==> src/rtl/vtm_pkg.sv <==
package vtm_pkg;

  typedef enum logic [3:0] {
    PH_IDLE,
    PH_WAIT_VS,
    PH_H1,
    PH_H2,
    PH_V1,
    PH_V2,
    PH_V3,
    PH_WAIT_TRIG,
    PH_CAPT
  } phase_t;

  // Control byte bit positions (host visible)
  localparam int CB_START  = 7;
  localparam int CB_NFR_HI = 6;
  localparam int CB_NFR_LO = 5;
  localparam int CB_MODE   = 0;

  // Read map
  localparam logic [3:0] RA_H1  = 4'd0;
  localparam logic [3:0] RA_H2  = 4'd1;
  localparam logic [3:0] RA_H3  = 4'd2;
  localparam logic [3:0] RA_H4  = 4'd3;
  localparam logic [3:0] RA_H5  = 4'd4;
  localparam logic [3:0] RA_H6  = 4'd5;
  localparam logic [3:0] RA_V1  = 4'd6;
  localparam logic [3:0] RA_V2  = 4'd7;
  localparam logic [3:0] RA_V3  = 4'd8;
  localparam logic [3:0] RA_CTL = 4'd9;
  localparam logic [3:0] RA_BLK = 4'd10;

endpackage

==> src/rtl/vtm_sync.sv <==
module vtm_sync #(
  parameter int W = 4
) (
  input  logic         clk,
  input  logic         rst_n,
  input  logic [W-1:0] d_in,
  output logic [W-1:0] rise,
  output logic [W-1:0] fall
);

  for (genvar i = 0; i < W; i++) begin : g_bit
    logic s1_q, s2_q, s3_q;

    always_ff @(posedge clk or negedge rst_n) begin
      if (!rst_n) begin
        s1_q <= 1'b0;
        s2_q <= 1'b0;
        s3_q <= 1'b0;
      end else begin
        s1_q <= d_in[i];
        s2_q <= s1_q;
        s3_q <= s2_q;
      end
    end

    assign rise[i] = s2_q & ~s3_q;
    assign fall[i] = ~s2_q & s3_q;
  end

endmodule

==> src/rtl/vtm_pulse.sv <==
module vtm_pulse #(
  parameter int CW = 12
) (
  input  logic          clk,
  input  logic          rst_n,
  input  logic          arm,
  input  logic          rise,
  input  logic          fall,
  output logic [CW-1:0] hi_w,
  output logic [CW-1:0] lo_w,
  output logic          done
);

  typedef enum logic [2:0] {PT_IDLE, PT_WAIT, PT_HIGH, PT_LOW, PT_DONE} pt_t;

  localparam logic [CW-1:0] ONE = CW'(1);

  pt_t           st_q, st_d;
  logic [CW-1:0] cnt_q, cnt_d, hi_q, hi_d, lo_q, lo_d;
  logic          cnt_en;

  assign cnt_en = (st_q == PT_HIGH) || (st_q == PT_LOW);

  always_comb begin
    st_d  = st_q;
    hi_d  = hi_q;
    lo_d  = lo_q;
    cnt_d = cnt_q;
    if (cnt_en && !(&cnt_q)) cnt_d = cnt_q + ONE;
    if (arm) begin
      st_d  = rise ? PT_HIGH : PT_WAIT;
      cnt_d = ONE;
    end else begin
      unique case (st_q)
        PT_WAIT: if (rise) begin
          st_d  = PT_HIGH;
          cnt_d = ONE;
        end
        PT_HIGH: if (fall) begin
          hi_d  = cnt_q;
          cnt_d = ONE;
          st_d  = PT_LOW;
        end
        PT_LOW: if (rise) begin
          lo_d = cnt_q;
          st_d = PT_DONE;
        end
        default: ;
      endcase
    end
  end

  always_ff @(posedge clk or negedge rst_n) begin
    if (!rst_n) begin
      st_q  <= PT_IDLE;
      cnt_q <= '0;
      hi_q  <= '0;
      lo_q  <= '0;
    end else begin
      st_q  <= st_d;
      cnt_q <= cnt_d;
      hi_q  <= hi_d;
      lo_q  <= lo_d;
    end
  end

  assign hi_w = hi_q;
  assign lo_w = lo_q;
  assign done = (st_q == PT_DONE);

endmodule

==> src/rtl/vtm_ctrl.sv <==
module vtm_ctrl
  import vtm_pkg::*;
#(
  parameter int BLK_W = 8
) (
  input  logic             clk,
  input  logic             rst_n,
  input  logic             ctl_we,
  input  logic [7:0]       ctl_wdata,
  input  logic             blk_we,
  input  logic [BLK_W-1:0] blk_wdata,
  input  logic             vs_rise,
  input  logic             hs_rise,
  input  logic             capt_done,
  output phase_t           ph_q,
  output phase_t           ph_d,
  output logic [1:0]       nfr,
  output logic             mode,
  output logic [BLK_W-1:0] blk,
  output logic             trig
);

  localparam int TRIG_W = BLK_W + 2;
  localparam logic [TRIG_W-1:0] ONE_T = TRIG_W'(1);

  phase_t            ph_r;
  logic [1:0]        frm_q, frm_d, nfr_q, nfr_d;
  logic              mode_q, mode_d;
  logic [BLK_W-1:0]  blk_q, blk_d;
  logic [TRIG_W-1:0] lcnt_q, lcnt_d, tgt, lcnt_inc;
  logic              idle, frame_last;

  assign idle       = (ph_r == PH_IDLE);
  assign tgt        = (blk_q == '0) ? ONE_T : {blk_q, 2'b00};
  assign lcnt_inc   = lcnt_q + ONE_T;
  assign frame_last = (frm_q == nfr_q);
  assign trig       = (ph_r == PH_WAIT_TRIG) && hs_rise && (lcnt_inc >= tgt);

  always_comb begin
    ph_d   = ph_r;
    frm_d  = frm_q;
    lcnt_d = lcnt_q;
    nfr_d  = nfr_q;
    mode_d = mode_q;
    blk_d  = blk_q;
    if (idle && blk_we) blk_d = blk_wdata;
    unique case (ph_r)
      PH_IDLE: if (ctl_we) begin
        nfr_d  = ctl_wdata[CB_NFR_HI:CB_NFR_LO];
        mode_d = ctl_wdata[CB_MODE];
        if (ctl_wdata[CB_START] && ctl_wdata[CB_MODE]) ph_d = PH_WAIT_VS;
      end
      PH_WAIT_VS: if (vs_rise) begin
        ph_d  = PH_H1;
        frm_d = 2'd0;
      end
      PH_H1, PH_H2, PH_V1, PH_V2: if (vs_rise) begin
        if (frame_last) begin
          frm_d = 2'd0;
          unique case (ph_r)
            PH_H1:   ph_d = PH_H2;
            PH_H2:   ph_d = PH_V1;
            PH_V1:   ph_d = PH_V2;
            default: ph_d = PH_V3;
          endcase
        end else begin
          frm_d = frm_q + 2'd1;
        end
      end
      PH_V3: if (vs_rise) begin
        ph_d   = PH_WAIT_TRIG;
        lcnt_d = '0;
      end
      PH_WAIT_TRIG: if (hs_rise) begin
        lcnt_d = lcnt_inc;
        if (trig) ph_d = PH_CAPT;
      end
      PH_CAPT: if (capt_done) ph_d = PH_IDLE;
      default: ph_d = PH_IDLE;
    endcase
  end

  always_ff @(posedge clk or negedge rst_n) begin
    if (!rst_n) begin
      ph_r   <= PH_IDLE;
      frm_q  <= '0;
      lcnt_q <= '0;
      nfr_q  <= '0;
      mode_q <= 1'b0;
      blk_q  <= '0;
    end else begin
      ph_r   <= ph_d;
      frm_q  <= frm_d;
      lcnt_q <= lcnt_d;
      nfr_q  <= nfr_d;
      mode_q <= mode_d;
      blk_q  <= blk_d;
    end
  end

  assign ph_q = ph_r;
  assign nfr  = nfr_q;
  assign mode = mode_q;
  assign blk  = blk_q;

endmodule

==> src/rtl/vtm_meas.sv <==
module vtm_meas
  import vtm_pkg::*;
#(
  parameter int CW = 12
) (
  input  logic          clk,
  input  logic          rst_n,
  input  phase_t        ph_q,
  input  phase_t        ph_d,
  input  logic          hs_rise,
  input  logic          vs_rise,
  input  logic          av_rise,
  input  logic          av_fall,
  output logic [CW-1:0] h1,
  output logic [CW-1:0] h2,
  output logic [CW-1:0] v1,
  output logic [CW-1:0] v2,
  output logic [CW-1:0] v3
);

  localparam logic [CW-1:0] ONE  = CW'(1);
  localparam logic [CW-1:0] FULL = '1;

  logic [CW-1:0] hcnt_q, hcnt_d, acnt_q, acnt_d, vl_q, vl_d, vact_q, vact_d;
  logic [CW-1:0] h1_q, h1_d, h2_q, h2_d, v1_q, v1_d, v2_q, v2_d, v3_q, v3_d;
  logic          hseen_q, hseen_d, aseen_q, aseen_d, vfirst_q, vfirst_d;
  logic          en_h1, en_h2, en_v1, en_v2;

  assign en_h1 = (ph_d == PH_H1) && (ph_q != PH_H1);
  assign en_h2 = (ph_d == PH_H2) && (ph_q != PH_H2);
  assign en_v1 = (ph_d == PH_V1) && (ph_q != PH_V1);
  assign en_v2 = (ph_d == PH_V2) && (ph_q != PH_V2);

  always_comb begin
    hcnt_d   = (&hcnt_q) ? hcnt_q : hcnt_q + ONE;
    acnt_d   = (&acnt_q) ? acnt_q : acnt_q + ONE;
    vl_d     = vl_q;
    vact_d   = vact_q;
    hseen_d  = hseen_q;
    aseen_d  = aseen_q;
    vfirst_d = vfirst_q;
    h1_d     = h1_q;
    h2_d     = h2_q;
    v1_d     = v1_q;
    v2_d     = v2_q;
    v3_d     = v3_q;

    // sync-to-active delay, per line
    if (en_h1) hseen_d = 1'b0;
    if (hs_rise) begin
      hcnt_d  = ONE;
      hseen_d = 1'b1;
    end
    if (en_h1) h1_d = FULL;
    else if (ph_q == PH_H1 && av_rise && hseen_q && hcnt_q < h1_q) h1_d = hcnt_q;

    // active width, per line
    if (en_h2) aseen_d = 1'b0;
    if (av_rise) begin
      acnt_d  = ONE;
      aseen_d = 1'b1;
    end
    if (en_h2) h2_d = FULL;
    else if (ph_q == PH_H2 && av_fall && aseen_q && acnt_q < h2_q) h2_d = acnt_q;

    // line counter since the vertical edge and active pulses per frame
    if (vs_rise) begin
      vl_d     = '0;
      vact_d   = '0;
      vfirst_d = 1'b0;
    end else begin
      if (hs_rise && !(&vl_q)) vl_d = vl_q + ONE;
      if (av_rise) begin
        vfirst_d = 1'b1;
        if (!(&vact_q)) vact_d = vact_q + ONE;
      end
    end

    if (en_v1) v1_d = FULL;
    else if (ph_q == PH_V1 && av_rise && !vfirst_q && vl_q < v1_q) v1_d = vl_q;

    if (en_v2) v2_d = FULL;
    else if (ph_q == PH_V2 && vs_rise && vact_q < v2_q) v2_d = vact_q;

    if (ph_q == PH_V3 && vs_rise) v3_d = vl_q;
  end

  always_ff @(posedge clk or negedge rst_n) begin
    if (!rst_n) begin
      hcnt_q   <= '0;
      acnt_q   <= '0;
      vl_q     <= '0;
      vact_q   <= '0;
      hseen_q  <= 1'b0;
      aseen_q  <= 1'b0;
      vfirst_q <= 1'b0;
      h1_q     <= '0;
      h2_q     <= '0;
      v1_q     <= '0;
      v2_q     <= '0;
      v3_q     <= '0;
    end else begin
      hcnt_q   <= hcnt_d;
      acnt_q   <= acnt_d;
      vl_q     <= vl_d;
      vact_q   <= vact_d;
      hseen_q  <= hseen_d;
      aseen_q  <= aseen_d;
      vfirst_q <= vfirst_d;
      h1_q     <= h1_d;
      h2_q     <= h2_d;
      v1_q     <= v1_d;
      v2_q     <= v2_d;
      v3_q     <= v3_d;
    end
  end

  assign h1 = h1_q;
  assign h2 = h2_q;
  assign v1 = v1_q;
  assign v2 = v2_q;
  assign v3 = v3_q;

endmodule

==> src/rtl/vtm_seq.sv <==
module vtm_seq
  import vtm_pkg::*;
#(
  parameter int RES_W = 12,
  parameter int BLK_W = 8
) (
  input  logic             clk,
  input  logic             rst_n,
  input  logic             hs_in,
  input  logic             vs_in,
  input  logic             fly_in,
  input  logic             av_in,
  input  logic             ctl_we,
  input  logic [7:0]       ctl_wdata,
  input  logic             blk_we,
  input  logic [BLK_W-1:0] blk_wdata,
  input  logic [3:0]       rd_addr,
  output logic [RES_W-1:0] rd_data,
  output logic             busy
);

  localparam int NSIG  = 4;
  localparam int NPT   = 2;
  localparam int SI_HS = 0;
  localparam int SI_VS = 1;
  localparam int SI_FL = 2;
  localparam int SI_AV = 3;

  logic rst_s1_q, rst_n_i;

  always_ff @(posedge clk or negedge rst_n) begin
    if (!rst_n) begin
      rst_s1_q <= 1'b0;
      rst_n_i  <= 1'b0;
    end else begin
      rst_s1_q <= 1'b1;
      rst_n_i  <= rst_s1_q;
    end
  end

  logic [NSIG-1:0] s_rise, s_fall;

  vtm_sync #(.W(NSIG)) u_sync (
    .clk   (clk),
    .rst_n (rst_n_i),
    .d_in  ({av_in, fly_in, vs_in, hs_in}),
    .rise  (s_rise),
    .fall  (s_fall)
  );

  phase_t           ph_q, ph_d;
  logic [1:0]       nfr_q;
  logic             mode_q, trig, capt_done;
  logic [BLK_W-1:0] blk_q;

  vtm_ctrl #(.BLK_W(BLK_W)) u_ctrl (
    .clk       (clk),
    .rst_n     (rst_n_i),
    .ctl_we    (ctl_we),
    .ctl_wdata (ctl_wdata),
    .blk_we    (blk_we),
    .blk_wdata (blk_wdata),
    .vs_rise   (s_rise[SI_VS]),
    .hs_rise   (s_rise[SI_HS]),
    .capt_done (capt_done),
    .ph_q      (ph_q),
    .ph_d      (ph_d),
    .nfr       (nfr_q),
    .mode      (mode_q),
    .blk       (blk_q),
    .trig      (trig)
  );

  logic [RES_W-1:0] h1, h2, v1, v2, v3;

  vtm_meas #(.CW(RES_W)) u_meas (
    .clk     (clk),
    .rst_n   (rst_n_i),
    .ph_q    (ph_q),
    .ph_d    (ph_d),
    .hs_rise (s_rise[SI_HS]),
    .vs_rise (s_rise[SI_VS]),
    .av_rise (s_rise[SI_AV]),
    .av_fall (s_fall[SI_AV]),
    .h1      (h1),
    .h2      (h2),
    .v1      (v1),
    .v2      (v2),
    .v3      (v3)
  );

  // trigger-line timers: index 0 = horizontal sync, 1 = flyback
  logic [NPT-1:0]   pt_rise, pt_fall, pt_done;
  logic [RES_W-1:0] pt_hi [NPT];
  logic [RES_W-1:0] pt_lo [NPT];

  assign pt_rise = {s_rise[SI_FL], s_rise[SI_HS]};
  assign pt_fall = {s_fall[SI_FL], s_fall[SI_HS]};

  for (genvar k = 0; k < NPT; k++) begin : g_pt
    vtm_pulse #(.CW(RES_W)) u_pt (
      .clk   (clk),
      .rst_n (rst_n_i),
      .arm   (trig),
      .rise  (pt_rise[k]),
      .fall  (pt_fall[k]),
      .hi_w  (pt_hi[k]),
      .lo_w  (pt_lo[k]),
      .done  (pt_done[k])
    );
  end

  assign capt_done = &pt_done;
  assign busy      = (ph_q != PH_IDLE);

  always_comb begin
    rd_data = '0;
    unique case (rd_addr)
      RA_H1:   rd_data = h1;
      RA_H2:   rd_data = h2;
      RA_H3:   rd_data = pt_lo[0];
      RA_H4:   rd_data = pt_hi[0];
      RA_H5:   rd_data = pt_lo[1];
      RA_H6:   rd_data = pt_hi[1];
      RA_V1:   rd_data = v1;
      RA_V2:   rd_data = v2;
      RA_V3:   rd_data = v3;
      RA_CTL:  rd_data = RES_W'({busy, nfr_q, 4'b0000, mode_q});
      RA_BLK:  rd_data = RES_W'(blk_q);
      default: rd_data = '0;
    endcase
  end

endmodule

==> config.mk <==
export PLATFORM = sky130hd
export DESIGN_NAME = vtm_seq
export DESIGN_NICKNAME = d
export VERILOG_FILES = /design/src/rtl/vtm_pkg.sv /design/src/rtl/vtm_sync.sv /design/src/rtl/vtm_pulse.sv /design/src/rtl/vtm_ctrl.sv /design/src/rtl/vtm_meas.sv /design/src/rtl/vtm_seq.sv
export SDC_FILE = /design/constraint.sdc
export NUM_CORES = 1
export LEC_CHECK = 0
export ABC_CLOCK_PERIOD_IN_PS = 19600
export BUFFER_PORTS_ARGS = -buffer_cell sky130_fd_sc_hd__buf_4
export CAP_MARGIN = 20
export CORE_AREA = 2 2 178 180
export DETAILED_ROUTE_END_ITERATION = 7
export DIE_AREA = 0 0 180 182
export SLEW_MARGIN = 20
export SYNTH_ARGS = -nofsm -noshare
export SYNTH_HDL_FRONTEND = slang
export SYNTH_SLANG_ARGS = --single-unit
==> constraint.sdc <==
create_clock -name clk -period 19.6 [get_ports clk]
set_input_delay 2.94 -clock clk [delete_from_list [all_inputs] [get_ports clk]]
set_output_delay 2.94 -clock clk [all_outputs]
set_load 0.01 [all_outputs]
; After elaboration in Yosys (flattened, before gate mapping)
; Index checks and enable logic that the tools add are counted.
; Widths: inputs -> output; s select.
[word_totals]
inputBits = 28
out_inout_bits = 13
reg_bits = 230
[classes]
bitwise = 15
magnitude_cmp = 5
mux = 65
n_reduce_logical = 63
addsub = 8
eq_ne = 48
[op_table]
columns = op, count
row1 = $mux 12, 25
row2 = $pmux 12 s11, 1
row3 = $add 12x1->12 const B, 6
row4 = $reduce_and 12->1, 6
row5 = $lt 12x12->1, 4
row6 = $pmux 12 s2, 2
row7 = $eq 4x3->1 const B, 10
row8 = $mux 4, 9
row9 = $mux 10, 3
row10 = $pmux 3 s3, 3
row11 = $eq 4x2->1 const B, 6
row12 = $mux 3, 8
row13 = $pmux 4 s6, 1
row14 = $logic_and 1x1->1, 23
row15 = $pmux 10 s2, 1
row16 = $reduce_bool 2->1, 10
row17 = $reduce_and 3->1, 6
row18 = $eq 4x4->1 const B, 4
row19 = $ne 2x1->1 const B, 7
row20 = $eq 3x2->1 const B, 4
row21 = $reduce_bool 4->1, 3
row22 = $add 10x1->10 const B, 1
row23 = $ge 10x10->1, 1
row24 = $mux 2, 5
row25 = 20 further kinds, 55

; Logic depth before layout (Yosys ltp)
; Gate-level depths: netlist of the first run.
[depth]
depth_word = 11
ltp_mapped = 13
ltp_nobuf = 12

; Hierarchy
; A second synthesis of the first run with hierarchy kept.
[unflattened]
hier_cells = 1303
hier_area_um2 = 13379.1
[modules_own_cells]
columns = module, cells_each, seq_area_each_um2, area_each_um2, n_inst
row1 = vtm_meas, 666, 2777.7, 6465.0, 1
row2 = vtm_pulse, 147, 975.9, 1795.5, 2
row3 = vtm_ctrl, 159, 675.6, 1709.1, 1
row4 = vtm_seq, 164, 50.0, 1263.7, 1
row5 = vtm_sync, 20, 300.3, 350.3, 1

; Worst setup path before layout of the first run
; No wires, ideal clock.
[synth_timing]
path_kind = input to output
from = in rd_addr[2]
to = out rd_data[8]
required_ns = 16.660
path_buffers = 2
setup_slack_ns = 12.346
arrival_ns = 4.314
path_stages = 7
cell_sequence = buf_2 -> nand2b_1 -> clkbuf_1 -> nor3_2 -> a222oi_1 -> nand3_1 -> a221o_1
[synth_via]
elab_chain_cells = 2
[synth_lines]
columns = element, line_no
row1 = "start, declared", vtm_seq.sv:17  ; input logic [3:0] rd_addr,
row2 = $eq 4x4->1 (tied with other cells), vtm_seq.sv:118  ; unique case (rd_addr)
row3 = $pmux 12 s11 (*), vtm_seq.sv:118
row4 = "end, declared", vtm_seq.sv:18  ; output logic [RES_W-1:0] rd_data,
; Mark *: on every way between the ends. The rest lies on a longest branch, timed or not.

; Worst setup path in the final report of the first run
[layout_timing]
from = in rd_addr[3]
to = out rd_data[11]
; Same word-level chain as after synthesis.

==> impl_metrics.ini, run 1 <==
[critical_path]
reg2regPathDepth = 13
crit_required_ps = 16660
arrival_ps = 4940
start_kind = input pin
cp_slowest_cell = nor2_1
regToRegSetupSlack_ps = 15740
cpLargestDelayFamily = simple AND/OR/NAND/NOR gates
path_cells = buf_4 -> nand2b_1 -> nor2_1 -> a22oi_1 -> nand3_1 -> a221o_1 -> buf_4
timing.critical_path.fanout_max = 13
r2r-end = g_pt[1].u_pt.hi_w[6]
worstReg2RegStart = u_ctrl.lcnt_q[0]
max_stage_delay_ps = 780
cp.buffers_inverters = 2
crit_path_frequent_cell = buf_4
crit_path_end_kind = output port
crit_type = input pin to output port

[clock_tree]
cts_hold_buffers = 0
clk_pin_slew_ps = 60
cts_sinks = 230
htreeDepth = 1
cts_made_buffers = 28
clock_path_buffers = 3
cts_tree = yes
clock_latency_ps = 570
cts-root-buf = clkbuf_16
cts_resized = 0
postCtsSetupRepairBufs = 0

[finish]
antenna_cells = 0
fin_nets = 1307
seq_area_um2 = 5760
drive_gt1_share_pct = 14.8
fill_cells = 2931
multi_input_area_um2 = 5950
postLayoutCoreUtil_pct = 44.9
fin_area_um2 = 13900
area_growth_syn_to_layout_pct = 14.2

[detailed_routing]
drt-initial-drc-count = 641
drc = 0
antenna_left = 0
dr.pass1.iters = 5
wire_per_inst_um = 18.8
met1_length_mm = 14.8
wirelength_mm = 30.9
vias = 9058
maxUsedRoutingLayer = met4
avgViaCountPerCell = 5.51
met2WireLength_mm = 13.9
wl_met3_mm = 1.48

[global_routing]
grt_usage_pct = 19.3
grt_max_degree = 67
grt_pass1_vias = 9014
grt-ovfl-total = 0
grt_pass1_wl_mm = 50.7
grt_antenna_before_repair = 0

[power_and_ir_drop]
finalPower_mw = 1.59
power_density_nw_per_um2 = 115
irDropWorstVdd_v = 0.0000718
p_leak_nw = 6.61

[placed_design]
place_hpwl_mm = 22.6
place_area_um2 = 12900
place_congestion = 0.839
port_buffers = 36
place_ws_ps = 11820

[logic_synthesis]
synth.avg_cell_area_um2 = 10.3
netlist_top_cells_count = 230 x dfrtp_1, 124 x nor2_1, 87 x nand2_1, 73 x inv_1, 62 x mux2_2
seq_area_frac_synth_pct = 47.3
synth_ff_type = dfrtp_1
yosys.cell_count.top_type = dfrtp_1
yosys.area.top_type_share_pct = 47.3
synth-edff-count = 0
ys_async_sr_fraction_pct = 100
synth_area_leaders = dfrtp_1 47%, ha_1 6.2%, mux2_2 5.7%, nor2_1 3.8%, xor2_1 2.9%
synth_area_leader_cell = dfrtp_1
synth_cell_types = 71
synthCells = 1186
synth_nets = 1274
ys_ff_latch = 230
ys_warn_count = 0
syn_area_um2 = 12200

[sta]
finalSetupViolations = 0
clock.fmax_mhz = 127
drv_slew = 0
period_minus_slack_ps = 7880
tns_ps = 0
hold_viol = 0
period_share_pct = 40.2
fin_worst_skew_ps = 31.8
setup_slack_ps = 11720
relSlewSlack_pct = 25.4
rsz0062_at_grt = no
tightest_slew_ps = 1110

[floorplanning]
rows = 65
die_w_um = 180
core-area_um2 = 31000
io_pins = 41
die_area_um2 = 32800
initial_utilization_pct = 39.3
die_h_um = 182

[outcome]
status = finished clean

[hold_path]
hold_class = flop to asynchronous set/reset pin

[flow_run]
maxCapViolCount = 0
==> through the flow <==
step / hold WS, ps / cells
after global routing: 365 / 1643
after global placement: 337 / 1591
final: 334 / 1643
after detailed placement: 338 / 1591
after CTS: 353 / 1643
after floorplan: 331 / 1186
==> worst max-delay path by stage <==
stage	from	end	cells after the start
after floorplan	rd_addr[2]	rd_data[8]	7
after global placement	rd_addr[1]	rd_data[11]	6
after detailed placement	rd_addr[1]	rd_data[11]	6
after CTS	rd_addr[3]	rd_data[10]	7
after global routing	rd_addr[3]	rd_data[11]	7
final	rd_addr[3]	rd_data[11]	7
==> where the power goes <==
| part | internal (mW) | switching, mW |
|---|---|---|
| logic | 0.152 | 0.184 |
| registers | 0.570 | 0.120 |
| clock network | 0.360 | 0.208 |
==> layer usage <==
layer  track usage (%)  vias to the layer above
met5                 0                        -
met4              5.50                        0
met3              3.63                       48
met2              30.1                      186
met1              27.4                     4506
li1                  -                     4318
==> final cells by class <==
cell class | instances | share of cell area [%]
clock inverters | 16 | 1.82
multi-input cells | 835 | 42.8
repair buffers | 51 | 2.75
well taps | 402 | 3.62
flip-flops and latches | 230 | 41.4
inverters | 73 | 1.97
clock buffers | 36 | 5.62
==> worst register-to-register path, cell delays in order, from the launching register on <==
cell and delay, ps:
dfrtp_1 430, ha_1 260, nand3_1 150, nor2_1 280, nand3_1 140, xnor2_1 230
ha_1 280, and4_4 170, nor4b_4 140, a2111oi_4 300, buf_4 210, nand2b_4 200
and3_1 570, mux2_2 410
==> placed cells by master, fill, tap and decap left out, types with 5 or more instances in the layout <==
cell type  synthesis  routed
dfrtp_1          230     229
nor2_1           124     124
nand2_1           87      87
inv_1             73      73
mux2_2            62      62
ha_1              60      60
buf_4              0      51
nand3_1           43      43
xor2_1            40      40
o21ai_0           37      37
o211ai_1          31      31
a21oi_1           28      28
clkbuf_16          0      28
xnor2_1           27      27
nor3_1            27      27
a22oi_1           25      25
nand4_1           25      25
mux2i_1           20      20
and3_1            17      17
nand2b_1          17      17
a211o_1           17      17
nor2b_1           14      13
a31oi_1           11      11
a22o_1            10      10
a221oi_1          10      10
mux2_1             9       9
a222oi_1           7       7
a211oi_1           7       7
and2_1             6       6
bufinv_16          0       6
o21a_1             5       5
and4_1             5       5
clkbuf_8           0       5
clkinv_2           0       5
==> cell families after synthesis <==
group	after synthesis	share of synthesized area [%]
DFF	230	47.3
and+or+nand+nor	393	15.9
xor gates and xnor gates	67	4.82
other	1	0.0308
AOI/OAI and AO/OA	223	13.7
muxes	91	8.21
buffers and inverters	121	3.94
adders and majority gates	60	6.17
(Power assumes the default switching activity.)
==> run 2, diff against run 1 <==
Settings changed: ABC_AREA set to 1, ABC_CLOCK_PERIOD_IN_PS 19600 to 8150, CORE_AREA 2 2 178 180 to 2 2 180 182, DIE_AREA 0 0 180 182 to 0 0 182 184.
Clock period 19.6 ns to 8.15 ns, I/O delays scaled along.
==> run 2 against run 1 <==
Power grew 140%. Sequential share of layout area hardly changed. Utilization shrank 0.58 points. Worst setup slack got worse by 8500 ps. Critical endpoint is now rd_data[8]. Highest routed layer unchanged. Synthesized cell count grew 31%. Via count up 17%.
==> impl_metrics.ini, run 2 <==
[logic_synthesis]
synth_nets = 1636
seq_area_frac_synth_pct = 46.4
synth_area_leader_cell = dfrtp_1
ys_warn_count = 0
synth-edff-count = 0
ys_ff_latch = 230
synth_ff_type = dfrtp_1
yosys.cell_count.top_type = nand2_1
synthCells = 1548
ys_async_sr_fraction_pct = 100
synth_cell_types = 45
yosys.area.top_type_share_pct = 46.4
syn_area_um2 = 12400
synth.avg_cell_area_um2 = 8.01
synth_area_leaders = dfrtp_1 46%, nand2_1 9.4%, o21ai_0 6.8%, inv_1 6.4%, ha_1 6.1%
netlist_top_cells_count = 309 x nand2_1, 230 x dfrtp_1, 212 x inv_1, 169 x o21ai_0, 120 x nand3_1

[power_and_ir_drop]
p_int_mw = 2.48
swShare_pct = 35.3
switchingPower_mw = 1.35
p_leak_nw = 6.80
p_seq_share_pct = 41.4
combinationalPowerShare_pct = 26.6
p_clk_share_pct = 32.0
power_density_nw_per_um2 = 275
irDropWorstVdd_v = 0.000173

[critical_path]
crit_required_ps = 6930
crit_type = input pin to output port
timing.critical_path.fanout_max = 14
crit_path_end_kind = output port
max_stage_delay_ps = 740
path_cells = buf_4 -> nor2_1 -> inv_1 -> nor2_1 -> a221oi_1 -> o2111ai_1 -> buf_4
start_kind = input pin
cp_slowest_cell = nor2_1
arrival_ps = 3670

[finish]
seq_area_um2 = 5760
drive_gt1_share_pct = 6.92
fin_cells = 1992
antenna_cells = 0
area_growth_syn_to_layout_pct = 12.1
layout_common_cells = 309 x nand2_1, 229 x dfrtp_1, 212 x inv_1
fin_nets = 1661
fill_cells = 3148
postLayoutCoreUtil_pct = 44.3
multi_input_area_um2 = 5610
fin_area_um2 = 13900
layout_commonest_cell = nand2_1

[sta]
holdWs_ps = 253
tightest_slew_ps = 965
period_minus_slack_ps = 4890
period_share_pct = 60.0
clock.fmax_mhz = 205
drv_slew = 0
hold_viol = 0
rsz0062_at_grt = no
relSlewSlack_pct = 35.5
fin_worst_skew_ps = 9.79
tns_ps = 0
finalSetupViolations = 0

[placed_design]
place_congestion = 0.917
port_buffers = 36
dp.cells = 1945
place_hpwl_mm = 24.9
place_area_um2 = 13000

[clock_tree]
cts_sinks = 230
clk_pin_slew_ps = 60
cts_made_buffers = 27
cts_hold_buffers = 0
cts-root-buf = clkbuf_16
cts_tree = yes
clock_path_buffers = 3
cts_resized = 0
htreeDepth = 1
postCtsSetupRepairBufs = 0
clock_latency_ps = 530

[floorplanning]
die_w_um = 182
die_area_um2 = 33500
die_h_um = 184
initial_utilization_pct = 39.5
core-area_um2 = 31400
io_pins = 41
rows = 65

[global_routing]
grt_pass1_wl_mm = 54.2
grt-ovfl-total = 0
grt_max_degree = 74
grt_antenna_before_repair = 0
grt_pass1_vias = 9903
grt_usage_pct = 20.4

[detailed_routing]
avgViaCountPerCell = 5.30
wire_per_inst_um = 16.9
vias = 10600
antenna_left = 0
dr.pass1.iters = 6
drt-initial-drc-count = 956
wirelength_mm = 33.7
drc = 0

[outcome]
status = finished clean

[flow_run]
maxCapViolCount = 0

[hold_path]
hold_class = flop to asynchronous set/reset pin
## run 2: cell count changes in the layout (fill, tap and decap cells not counted), sizes merged, moves of 20 or more
cell and change:
nand2 +231, inv +144, o21ai +133, nand3 +77, a21oi +71, mux2 -71, xnor2 -27, a22oi -25
mux2i -20, o211ai -20
## run 2: worst paths after layout
| kind | from | end | slack (ps) | cells past startpoint |
|---|---|---|---|---|
| min | rst_n_i | u_sync.g_bit[2].s3_q | 250 | 0 |
| min in group clk | u_sync.g_bit[3].s1_q | u_sync.g_bit[3].s2_q | 350 | 0 |
| max in group asynchronous | rst_n_i | u_ctrl.blk[0] | 5890 | 2 |
| max | rd_addr[3] | rd_data[8] | 3260 | 7 |
| min reg2reg | rst_n_i | u_sync.g_bit[2].s3_q | 250 | 0 |
| max reg2reg | u_ctrl.lcnt_q[0] | g_pt[1].u_pt.hi_w[8] | 4350 | 14 |
## run 2: kinds of logic after synthesis
logic type / share of synthesized area (%)
fa+ha+maj: 6.05
compound gates: 15.7
flops: 46.4
buf+inv: 8.37
xor+xnor: 1.55
simple gates: 21.9
other cells: 0.0302
## run 2: area by class of cell
type | count | area share (%)
Sequential cell | 230 | 41.4
Multi-Input combinational cell | 1053 | 40.3
Inverter | 218 | 5.89
Clock buffer | 39 | 5.54
Tap cell | 402 | 3.62
Timing Repair Buffer | 43 | 2.35
Clock inverter | 7 | 0.837
## run 2: worst max-delay path, delay by kind of cell
kind                   cells  cell delay [ps]
and+or+nand+nor            2             1450
AOI/OAI and AO/OA          2              510
buffers and inverters      3              470
## run 2: metal layers
metal  GRT usage, %  up-vias  wire length, um
li1               -     5209                -
met1           28.6     5049            15800
met2           33.0      260            15200
met3           3.03       47             1860
met4           5.13        0              811
met5              0        -                0
## run 2: power by group through the flow
| stage | logic (mW) | registers (mW) | clock network (mW) |
|---|---|---|---|
| final | 1.02 | 1.58 | 1.22 |
| after global routing | 1.18 | 1.61 | 1.30 |
| after CTS | 1.02 | 1.58 | 1.25 |
| after detailed placement | 1.01 | 1.60 | 0 |
| after global placement | 0.992 | 1.59 | 0 |
| after floorplan | 0.756 | 1.53 | 0 |
## run 2: through the flow
stage	total power [mW]	setup slack, ps
2_1_floorplan	2.28	1270
3_5_place_dp	2.61	3390
6_report	3.83	3260
3_3_place_gp	2.59	3400
4_1_cts	3.85	3380
5_1_grt	4.10	3170
==> run 3, diff against run 2 <==
Settings changed: ABC_CLOCK_PERIOD_IN_PS 8150 to 4090.
Clock period 8.15 ns to 4.09 ns, I/O delays scaled along.
==> run 3 against run 2 <==
Die area stayed put. Register-to-register slack lost 3800 ps. Design area grew 0.43%. Count of clock-buffer cells in the layout unchanged. Power increased by 97%. Sequential power rose by 99%. Worst setup slack got worse by 2900 ps. Non-clock buffer count rose by 10. Cell count increased by 0.60%. Critical path depth is 1 higher. First-iteration DRC count shrank 14%. Critical path type unchanged. Highest routed layer unchanged.
==> impl_metrics.ini, run 3 (same netlist as run 2, synthesis figures left out) <==
[outcome]
status = finished clean

[finish]
drive_gt1_share_pct = 7.68
fin_cells = 2004
fill_cells = 3150
area_growth_syn_to_layout_pct = 12.6
layout_common_cells = 309 x nand2_1, 229 x dfrtp_1, 212 x inv_1
postLayoutCoreUtil_pct = 44.5
layout_commonest_cell = nand2_1
multi_input_area_um2 = 5610
antenna_cells = 0
seq_area_um2 = 5760
fin_nets = 1670

[power_and_ir_drop]
irDropWorstVdd_v = 0.000313
swShare_pct = 35.8
combinationalPowerShare_pct = 27.2
power_density_nw_per_um2 = 539
p_clk_share_pct = 31.1
p_leak_nw = 6.85
switchingPower_mw = 2.69
p_seq_share_pct = 41.7
p_int_mw = 4.84

[floorplanning]
initial_utilization_pct = 39.5
io_pins = 41
die_area_um2 = 33500
die_h_um = 184
die_w_um = 182
core-area_um2 = 31400
rows = 65

[placed_design]
port_buffers = 36
place_congestion = 0.913
dp.cells = 1955
place_ws_ps = 541
place_hpwl_mm = 24.9

[global_routing]
grt_pass1_wl_mm = 54.0
grt-ovfl-total = 0
grt_usage_pct = 20.4
grt_pass1_vias = 10100
grt_antenna_before_repair = 1
grt_max_degree = 123

[critical_path]
crit_path_end_kind = output port
arrival_ps = 3080
cp_slowest_cell = nor2_1
cp.buffers_inverters = 3
reg2regPathDepth = 18
regToRegSetupSlack_ps = 520
timing.critical_path.fanout_max = 13
worstReg2RegStart = u_ctrl.lcnt_q[0]
crit_type = input pin to output port
path_cells = buf_4 -> inv_1 -> nor2_1 -> nand3_1 -> o22ai_1 -> a31oi_1 -> nand4_1 -> buf_4
crit_required_ps = 3480
start_kind = input pin
cpLargestDelayFamily = simple AND/OR/NAND/NOR gates
crit_path_frequent_cell = buf_4
r2r-end = u_meas.v1[6]
max_stage_delay_ps = 710

[sta]
relSlewSlack_pct = 37.3
tns_ps = 0
clock.fmax_mhz = 271
period_share_pct = 90.3
drv_slew = 0
setup_slack_ps = 397
period_minus_slack_ps = 3690
finalSetupViolations = 0
fin_worst_skew_ps = 18.1
hold_viol = 0
tightest_slew_ps = 937
rsz0062_at_grt = no

[clock_tree]
cts_made_buffers = 26
postCtsSetupRepairBufs = 0
clk_pin_slew_ps = 60
cts_sinks = 230
cts_tree = yes
clock_latency_ps = 550
clock_path_buffers = 3
cts-root-buf = clkbuf_16
cts_resized = 0
htreeDepth = 1
cts_hold_buffers = 1

[flow_run]
maxCapViolCount = 0

[detailed_routing]
met2WireLength_mm = 14.7
drt-initial-drc-count = 819
antenna_left = 0
drc = 0
wl_met3_mm = 2.21
avgViaCountPerCell = 5.35
maxUsedRoutingLayer = met4
met1_length_mm = 15.6
wirelength_mm = 33.4
wire_per_inst_um = 16.7
vias = 10700
dr.pass1.iters = 5

[hold_path]
min_path_cells = 1
whs_endpoint = u_sync.g_bit[3].s1_q
hold_start = av_in
hold_class = input pin to flop
run 3: cell count changes in the layout (fill, tap and decap cells not counted), sizes merged:
cell	delta
buf	+9
clkinv	+5
bufinv	-2
clkinvlp	-1
dlygate4sd3	+1
run 3: worst max path at each step:
stage / startpoint / end / slack, ps / depth (start not counted)
6_report: rd_addr[2] / rd_data[2] / 400 / 8
5_1_grt: u_ctrl.lcnt_q[0] / u_meas.v1[1] / 50 / 18
4_1_cts: u_ctrl.lcnt_q[0] / u_meas.v1[1] / 520 / 18
3_5_place_dp: u_ctrl.lcnt_q[0] / u_meas.v1[1] / 540 / 18
3_3_place_gp: u_ctrl.lcnt_q[0] / u_meas.v1[6] / 570 / 18
2_1_floorplan: rst_n_i / g_pt[0].u_pt.cnt_q[0] / 310 / 0
run 3: final cells by class:
class / instances / area share [%]
clock buffers: 39 / 5.58
clock inverters: 9 / 0.582
inverters: 218 / 5.86
multi-input cells: 1053 / 40.2
flip-flops and latches: 230 / 41.2
well taps: 402 / 3.60
repair buffers: 53 / 2.96
run 3: power by group through the flow:
stage / clock (mW) / combinational [mW] / sequential [mW]
after floorplan: 0 / 1.51 / 3.04
after global placement: 0 / 1.99 / 3.16
after detailed placement: 0 / 2.04 / 3.17
after CTS: 2.39 / 2.06 / 3.14
after global routing: 2.49 / 2.39 / 3.20
final: 2.34 / 2.05 / 3.14
run 3: worst register-to-register path, stage by stage (launching register included):
cell,delay (ps)
dfrtp_1,420
nand3_1,140
nor2_1,120
nand2_1,90
nor3_1,250
nand3_1,130
xor2_1,180
inv_1,60
ha_1,300
a21o_1,180
nor2_1,100
nand3_1,230
nand2_4,240
nand2_2,130
nand2_1,160
nand3_1,110
nor2_2,480
a21oi_1,90
nand2_1,110
run 3: layer usage:
| metal | track usage [%] | up-vias |
|---|---|---|
| met5 | 0 | - |
| met4 | 5.74 | 0 |
| met3 | 4.00 | 56 |
| met2 | 32.4 | 280 |
| met1 | 28.3 | 5135 |
| li1 | - | 5251 |
run 3: through the flow:
step           hold WS [ps]  instance area [um2]  power, mW
2_1_floorplan           318                12400       4.55
3_3_place_gp            189                13100       5.15
3_5_place_dp            190                13100       5.21
4_1_cts                 145                14000       7.59
5_1_grt                 151                14000       8.07
6_report                168                14000       7.53
